[src/rtl/tsh_pkg.sv]
package tsh_pkg;
  typedef enum logic [1:0] {
    OP_HOLD  = 2'd0,
    OP_LOAD  = 2'd1,
    OP_LEFT  = 2'd2,
    OP_RIGHT = 2'd3
  } tsh_op_e;

  localparam logic [1:0] TRIT_ZERO = 2'b00;
  localparam logic [1:0] TRIT_ONE  = 2'b01;
  localparam logic [1:0] TRIT_TWO  = 2'b10;
endpackage

[src/rtl/tsh_opsel.sv]
module tsh_opsel
  import tsh_pkg::*;
(
  input  logic    load,
  input  logic    shl,
  input  logic    shr,
  output tsh_op_e op
);
  always_comb begin
    if (load)      op = OP_LOAD;
    else if (shl)  op = OP_LEFT;
    else if (shr)  op = OP_RIGHT;
    else           op = OP_HOLD;
  end
endmodule

[src/rtl/tsh_left.sv]
module tsh_left
  import tsh_pkg::*;
#(
  parameter int NTRITS = 4
) (
  input  logic                  mode_bal,
  input  logic [2*NTRITS-1:0]   word_i,
  output logic [2*NTRITS-1:0]   word_o,
  output logic [1:0]            lost_o,
  output logic                  sig_o
);
  localparam int W = 2 * NTRITS;

  logic [1:0] top_t;
  logic [1:0] next_t;

  for (genvar i = 0; i < NTRITS; i++) begin : g_up
    if (i == 0) begin : g_bottom
      assign word_o[1:0] = TRIT_ZERO;
    end else begin : g_move
      assign word_o[2*i +: 2] = word_i[2*(i-1) +: 2];
    end
  end

  assign top_t  = word_i[W-1 -: 2];
  assign next_t = word_i[W-3 -: 2];
  assign lost_o = top_t;

  always_comb begin
    if (mode_bal) begin
      sig_o = (top_t != TRIT_ZERO);
    end else begin
      case ({top_t, next_t})
        {TRIT_ZERO, TRIT_ZERO},
        {TRIT_ZERO, TRIT_ONE},
        {TRIT_TWO,  TRIT_TWO}:  sig_o = 1'b0;
        default:                sig_o = 1'b1;
      endcase
    end
  end
endmodule

[src/rtl/tsh_right.sv]
module tsh_right
  import tsh_pkg::*;
#(
  parameter int NTRITS = 4
) (
  input  logic                  mode_bal,
  input  logic [2*NTRITS-1:0]   word_i,
  output logic [2*NTRITS-1:0]   word_o
);
  localparam int W = 2 * NTRITS;

  logic [1:0] fill_t;

  assign fill_t = (!mode_bal && (word_i[W-1 -: 2] == TRIT_TWO)) ? TRIT_TWO : TRIT_ZERO;

  for (genvar i = 0; i < NTRITS; i++) begin : g_down
    if (i == NTRITS - 1) begin : g_top
      assign word_o[2*i +: 2] = fill_t;
    end else begin : g_move
      assign word_o[2*i +: 2] = word_i[2*(i+1) +: 2];
    end
  end
endmodule

[src/rtl/tshift_unit.sv]
module tshift_unit
  import tsh_pkg::*;
#(
  parameter int NTRITS = 4
) (
  input  logic                clk,
  input  logic                rst_n,
  input  logic                mode_bal,
  input  logic                load,
  input  logic                shl,
  input  logic                shr,
  input  logic [2*NTRITS-1:0] din,
  output logic [2*NTRITS-1:0] dout,
  output logic [1:0]          lost_trit,
  output logic                ovf_flag
);
  localparam int W = 2 * NTRITS;

  logic [1:0]   rst_sync_q;
  logic         rst_int_n;

  tsh_op_e      op;
  logic [W-1:0] word_q, word_d, left_w, right_w;
  logic [1:0]   lost_q, lost_d, left_lost;
  logic         flag_q, flag_d, left_sig;
  logic         word_en, ovf_en;

  always_ff @(posedge clk or negedge rst_n) begin
    if (!rst_n) rst_sync_q <= 2'b00;
    else        rst_sync_q <= {rst_sync_q[0], 1'b1};
  end
  assign rst_int_n = rst_sync_q[1];

  tsh_opsel u_opsel (
    .load (load),
    .shl  (shl),
    .shr  (shr),
    .op   (op)
  );

  tsh_left #(.NTRITS(NTRITS)) u_left (
    .mode_bal (mode_bal),
    .word_i   (word_q),
    .word_o   (left_w),
    .lost_o   (left_lost),
    .sig_o    (left_sig)
  );

  tsh_right #(.NTRITS(NTRITS)) u_right (
    .mode_bal (mode_bal),
    .word_i   (word_q),
    .word_o   (right_w)
  );

  always_comb begin
    word_en = 1'b0;
    ovf_en  = 1'b0;
    word_d  = word_q;
    lost_d  = lost_q;
    flag_d  = flag_q;
    case (op)
      OP_LOAD: begin
        word_en = 1'b1;
        ovf_en  = 1'b1;
        word_d  = din;
        lost_d  = TRIT_ZERO;
        flag_d  = 1'b0;
      end
      OP_LEFT: begin
        word_en = 1'b1;
        ovf_en  = 1'b1;
        word_d  = left_w;
        lost_d  = left_lost;
        flag_d  = left_sig;
      end
      OP_RIGHT: begin
        word_en = 1'b1;
        word_d  = right_w;
      end
      default: ;
    endcase
  end

  always_ff @(posedge clk or negedge rst_int_n) begin
    if (!rst_int_n) begin
      word_q <= '0;
      lost_q <= TRIT_ZERO;
      flag_q <= 1'b0;
    end else begin
      if (word_en) word_q <= word_d;
      if (ovf_en) begin
        lost_q <= lost_d;
        flag_q <= flag_d;
      end
    end
  end

  assign dout      = word_q;
  assign lost_trit = lost_q;
  assign ovf_flag  = flag_q;
endmodule

[config.mk]
export PLATFORM = sky130hd
export DESIGN_NAME = tshift_unit
export DESIGN_NICKNAME = d
export VERILOG_FILES = /design/src/rtl/tsh_pkg.sv /design/src/rtl/tsh_opsel.sv /design/src/rtl/tsh_left.sv /design/src/rtl/tsh_right.sv /design/src/rtl/tshift_unit.sv
export SDC_FILE = /design/constraint.sdc
export NUM_CORES = 1
export LEC_CHECK = 0
export BUFFER_PORTS_ARGS = -buffer_cell sky130_fd_sc_hd__clkbuf_2
export CAP_MARGIN = 15
export CORE_MARGIN = 1.5
export CORE_UTILIZATION = 50
export CTS_BUF_LIST = sky130_fd_sc_hd__clkbuf_16
export DETAILED_ROUTE_END_ITERATION = 8
export PLACE_DENSITY = 0.86
export SYNTH_ARGS = -nofsm -noshare
export SYNTH_HDL_FRONTEND = slang
export SYNTH_SLANG_ARGS = --single-unit
[constraint.sdc]
create_clock -name clk -period 0.9 [get_ports clk]
set_input_delay 0.09 -clock clk [delete_from_list [all_inputs] [get_ports clk]]
set_output_delay 0.09 -clock clk [all_outputs]
set_load 0.02 [all_outputs]
==> results of run 1 <==
## cells by family after synthesis
kind of cell | share of synthesized area
flip-flops | 0.476
AO/OA/AOI/OAI | 0.245
buffers and inverters | 0.0788
AND/OR/NAND/NOR | 0.139
adder cells (fa/ha/maj) | 0.0550
other | 0.00549
## synth_stat cells
master,number
sky130_fd_sc_hd__dfrtp_1,13
sky130_fd_sc_hd__nand2_1,9
sky130_fd_sc_hd__a21oi_1,8
sky130_fd_sc_hd__inv_1,7
sky130_fd_sc_hd__o21ai_0,7
sky130_fd_sc_hd__a22o_1,4
sky130_fd_sc_hd__nor3b_1,4
sky130_fd_sc_hd__a211oi_1,3
sky130_fd_sc_hd__ha_1,3
sky130_fd_sc_hd__buf_6,2
sky130_fd_sc_hd__nor2_1,2
sky130_fd_sc_hd__o31ai_1,2
sky130_fd_sc_hd__a211oi_2,1
sky130_fd_sc_hd__a22oi_1,1
sky130_fd_sc_hd__buf_2,1
sky130_fd_sc_hd__conb_1,1
sky130_fd_sc_hd__nor2_4,1
sky130_fd_sc_hd__nor2b_1,1
sky130_fd_sc_hd__nor4_1,1
## metrics by stage
| step | utilization | setup WS [ns] | instances | cell area, um2 |
|---|---|---|---|---|
| after floorplan | - | -0.241 | 71 | 714 |
| after global placement | 0.736 | -0.503 | 123 | 946 |
| after detailed placement | 0.736 | -0.644 | 123 | 946 |
==> PnR_summary.wiki, run 1 <==
{| class="wikitable"
! Metric !! Value
|-
| Err || [ERROR DPL-0038] Utilization greater than 100%, impossible to legalize
|-
| Portion of synthesized cell area occupied by the leading cell type || 0.476
|-
| Clock Root Buffer || sky130_fd_sc_hd__clkbuf_16
|-
| H-Tree Depth || 1
|-
| Syn Area/Cell || 9.62 um2
|-
| Global placement routability congestion || 0.800
|-
| Number of buffers created by CTS || 3
|-
| Mapped Area || 683 um2
|-
| Total number of placement rows || 13
|-
| Maximum buffer depth of the clock tree || 2
|-
| Initial Utilization || 0.532
|-
| Detailed-placement wirelength estimate || 1.38 mm
|-
| Setup Fix Bufs, Post-CTS || 12
|-
| Number of warnings issued by yosys || 0
|-
| Die outline height || 40.0 um
|-
| Post-CTS sizing || 53
|-
| #FFs+latches synth || 13
|-
| I/O pin cnt || 25
|-
| Fraction of the yosys area taken by sequential cells || 0.476
|-
| Count of clock tree sinks || 13
|-
| Unique masters post-synth || 19
|-
| Die boundary width || 40.0 um
|-
| Failing step || clock tree synthesis
|-
| Outcome || did not finish
|-
| Post-synthesis instance total || 71
|-
| Synth area leader || sky130_fd_sc_hd__dfrtp_1
|-
| Largest cells by area after synthesis || sky130_fd_sc_hd__dfrtp_1 (48%), sky130_fd_sc_hd__a21oi_1 (5.9%), sky130_fd_sc_hd__ha_1 (5.5%)
|-
| Post-cts hold buffer count || 1
|-
| Count of port buffers added during placement || 24
|-
| Syn_nets || 88
|}
==> run 2: changes to the inputs <==
--- a/config.mk
+++ b/config.mk
@@ -7,11 +7,10 @@
 export LEC_CHECK = 0
 export BUFFER_PORTS_ARGS = -buffer_cell sky130_fd_sc_hd__clkbuf_2
 export CAP_MARGIN = 15
-export CORE_MARGIN = 1.5
-export CORE_UTILIZATION = 50
-export CTS_BUF_LIST = sky130_fd_sc_hd__clkbuf_16
+export CORE_AREA = 2 2 63 65
 export DETAILED_ROUTE_END_ITERATION = 8
-export PLACE_DENSITY = 0.86
+export DIE_AREA = 0 0 65 67
+export PLACE_DENSITY_LB_ADDON = 0.15
 export SYNTH_ARGS = -nofsm -noshare
 export SYNTH_HDL_FRONTEND = slang
 export SYNTH_SLANG_ARGS = --single-unit
==> PnR_summary.wiki, run 2 <==
{| class="wikitable"
! Metric !! Value
|-
| Critical path endpoint category || flop
|-
| Die Area || 4360 um2
|-
| Element type at the critical path start || flop
|-
| Peak fanout along the critical path || 2
|-
| Clock Root Buffer || sky130_fd_sc_hd__clkbuf_8
|-
| Later-pin clock latency in the skew report || 0.25 ns
|-
| Static power due to leakage || 0.648 nW
|-
| Commonest cells after routing, fill and taps aside || sky130_fd_sc_hd__buf_4 (18), sky130_fd_sc_hd__buf_6 (15), sky130_fd_sc_hd__dfrtp_1 (12)
|-
| Via total after detailed routing || 720
|-
| Antenna violations before repair || 0
|-
| Total routing usage reported by global routing || 0.108
|-
| Power density over the cells || 1540 nW/um2
|-
| Share of the core filled with cells in the final layout || 0.396
|-
| Via/cell ratio || 4.11
|-
| Fraction of the yosys area taken by sequential cells || 0.476 (unchanged)
|-
| Count of clock tree sinks || 13 (unchanged)
|-
| WP data arrival || 1.21 ns
|-
| Die outline height || 67 um (+68%)
|-
| Final hold violation count || 0
|-
| Portion of synthesized cell area occupied by the leading cell type || 0.476 (unchanged)
|-
| Fin Setup TNS || -1.60 ns
|-
| Time the final worst path needs with I/O delays and setup || 1.08 ns
|-
| Post-layout nets || 145
|-
| H-Tree Depth || 1 (unchanged)
|-
| Max Clock Freq || 922 MHz
|-
| Critical path's slowest cell || sky130_fd_sc_hd__dfrtp_1
|-
| Via count of the first global-routing pass || 738
|-
| Violated checks || negative setup slack
|-
| Count of port buffers added during placement || 24 (unchanged)
|-
| Unique masters post-synth || 19 (unchanged)
|-
| Most common flop cell mapped by yosys || sky130_fd_sc_hd__dfrtp_1
|-
| Clock slew seen by the registers of the worst setup and hold paths || 0.06 ns
|-
| Largest cells by area after synthesis || sky130_fd_sc_hd__dfrtp_1 (48%), sky130_fd_sc_hd__a21oi_1 (5.9%), sky130_fd_sc_hd__ha_1 (5.5%)
|-
| Post-synthesis instance total || 71 (unchanged)
|-
| Leading cell type in the layout, fill and taps excluded || sky130_fd_sc_hd__buf_4
|-
| Number of flip-flops in the largest register || 8
|-
| Maximum buffer depth of the clock tree || 2 (unchanged)
|-
| Violation count after the first detailed-routing iteration || 5
|-
| Non-Filler Cell Area, Final || 1430 um2
|-
| Path class of the lowest-slack min-delay path || input port to flop
|-
| IR Drop Worst-Case VDD || 584 uV
|-
| Final wirelength || 2.17 mm
|-
| Most numerous cell types in the synthesized netlist || sky130_fd_sc_hd__dfrtp_1 (13), sky130_fd_sc_hd__nand2_1 (9), sky130_fd_sc_hd__a21oi_1 (8), sky130_fd_sc_hd__inv_1 (7), sky130_fd_sc_hd__o21ai_0 (7)
|-
| Number of max-cap violations || 0
|-
| I/O pin cnt || 25 (unchanged)
|-
| CP Cell Sequence || buf_4 > a22o_1 > a211oi_2 > a21oi_1
|-
| Layout cell share with drive strength beyond 1 || 0.646
|-
| Total number of placement rows || 22 (+9)
|-
| Setup violators final || 16
|-
| Worst stage delay on the critical path || 0.39 ns
|-
| Period utilization || 1.21
|-
| Initial Utilization || 0.189 (-0.342)
|-
| Most frequent cell after synthesis || sky130_fd_sc_hd__dfrtp_1
|-
| Final Skew || 0.00895 ns
|-
| Wirelength per Cell || 12.4 um
|-
| Core Region || 3610 um2
|-
| Gr ovfl total || 0
|-
| Number of diodes added for antenna fixing || 0
|-
| First-pass GRT wire length || 3.51 mm
|-
| #FFs+latches synth || 13 (unchanged)
|-
| Syn_nets || 88 (unchanged)
|-
| Die boundary width || 65 um (+63%)
|-
| Number of pins with negative max-slew slack in the final report || 0
|-
| Mapped Area || 683 um2 (unchanged)
|-
| Async set or reset register ratio after synthesis || 1.00 (unchanged)
|-
| Post-Place Worst Slack || -0.619 ns (+0.0257 ns)
|-
| Detailed-placement wirelength estimate || 1.43 mm (+3.5%)
|-
| Syn Area/Cell || 9.62 um2 (unchanged)
|-
| Number of nets still failing antenna checks after routing || 0
|-
| Worst hold slack after final layout || 0.134 ns
|-
| Largest net degree at the start of global routing || 12
|-
| Placed Area || 1000 um2 (+6.0%)
|-
| Drc violations || 0
|-
| Synth area leader || sky130_fd_sc_hd__dfrtp_1
|-
| Fill cell instance count of the final layout || 382
|-
| Outcome || finished, violations left
|-
| Post-synth EDFFs || 0 (unchanged)
|-
| Critical path class || flop to flop
|-
| Setup repair after global routing missed its margin || true
|-
| Number of warnings issued by yosys || 0 (unchanged)
|-
| Clock tree from TritonCTS || built
|-
| Number of buffers created by CTS || 3 (unchanged)
|-
| Post-synthesis to final-layout area growth || 109%
|-
| Req. time, crit path || 1.02 ns
|-
| 1st-pass router iterations || 3
|-
| Post-layout worst setup margin || -0.185 ns
|-
| Global placement routability congestion || 0.648 (-19%)
|}
[run 2: cell counts after synthesis]
Identical to the previous run, type by type.
[run 2: repair_timing]
| item | in CTS | in global routing |
|---|---|---|
| pin swaps | 10 | 7 |
| buffers inserted | 7 | 5 |
| endpoints found under the setup margin | 19 | 22 |
| gates cloned | 0 | 0 |
| hold buffers | 1 | 0 |
| gates resized for setup | 56 | 25 |
| endpoints found under the hold margin | 2 | 0 |
[run 2: critical path, delay by kind of cell, from the launching register on]
| kind | cells | cell delay, ns |
|---|---|---|
| buf+inv | 1 | 0.14 |
| compound gates | 3 | 0.43 |
| flops | 1 | 0.39 |
[run 2: layer usage]
metal / routed length (um) / GRT usage
met5: 0 / 0
met4: 13 / 0.0239
met2: 1140 / 0.196
met1: 932 / 0.122
met3: 89 / 0.0389
[run 2: worst paths after layout]
path | cells after the start | start | endpoint | slack (ns)
worst max-delay path | 4 | dout[5]$_DFFE_PN0P_ | dout[3]$_DFFE_PN0P_ | -0.18
worst min-delay path | 3 | din[4] | dout[4]$_DFFE_PN0P_ | 0.13
worst max register to register | 4 | dout[5]$_DFFE_PN0P_ | dout[3]$_DFFE_PN0P_ | -0.18
worst min register to register | 1 | rst_sync_q[1]$_DFF_PN0_ | dout[4]$_DFFE_PN0P_ | 0.15
max in group asynchronous | 1 | rst_sync_q[1]$_DFF_PN0_ | dout[6]$_DFFE_PN0P_ | 0.57
min in group asynchronous | 1 | rst_sync_q[1]$_DFF_PN0_ | dout[4]$_DFFE_PN0P_ | 0.15
[run 2: final cells by class]
| cell class | count | area (um2) | share of cell area |
|---|---|---|---|
| flip-flops and latches | 13 | 327 | 0.229 |
| inverters | 7 | 38.8 | 0.0272 |
| repair buffers | 55 | 519 | 0.364 |
| well taps | 48 | 60.1 | 0.0421 |
| clock buffers | 4 | 45.0 | 0.0316 |
| multi-input cells | 48 | 438 | 0.307 |
[run 2: through the flow]
stage | total power [mW] | instances
after floorplan | 0.990 | 71
after global placement | 1.28 | 158
after detailed placement | 1.28 | 158
after CTS | 2.12 | 170
after global routing | 2.32 | 175
final | 2.19 | 175
[run 2: kinds of logic (layout without fill, tap and decap cells)]
kind of cell / Yosys count / count (layout) / share of synthesized area
compound gates: 26 / 26 / 0.245
simple gates: 18 / 18 / 0.139
flops: 13 / 13 / 0.476
buf+inv: 10 / 66 / 0.0788
fa+ha+maj: 3 / 3 / 0.0550
other cells: 1 / 1 / 0.00549
[run 2: where the power goes]
| group | switching [mW] | leakage, nW | total [mW] | internal (mW) |
|---|---|---|---|---|
| clock network | 0.219 | 0.0228 | 0.532 | 0.313 |
| registers | 0.0602 | 0.159 | 0.714 | 0.654 |
| logic | 0.394 | 0.466 | 0.948 | 0.554 |
| total | 0.674 | 0.648 | 2.19 | 1.52 |
Note: power is estimated with default switching activity, not from simulation.
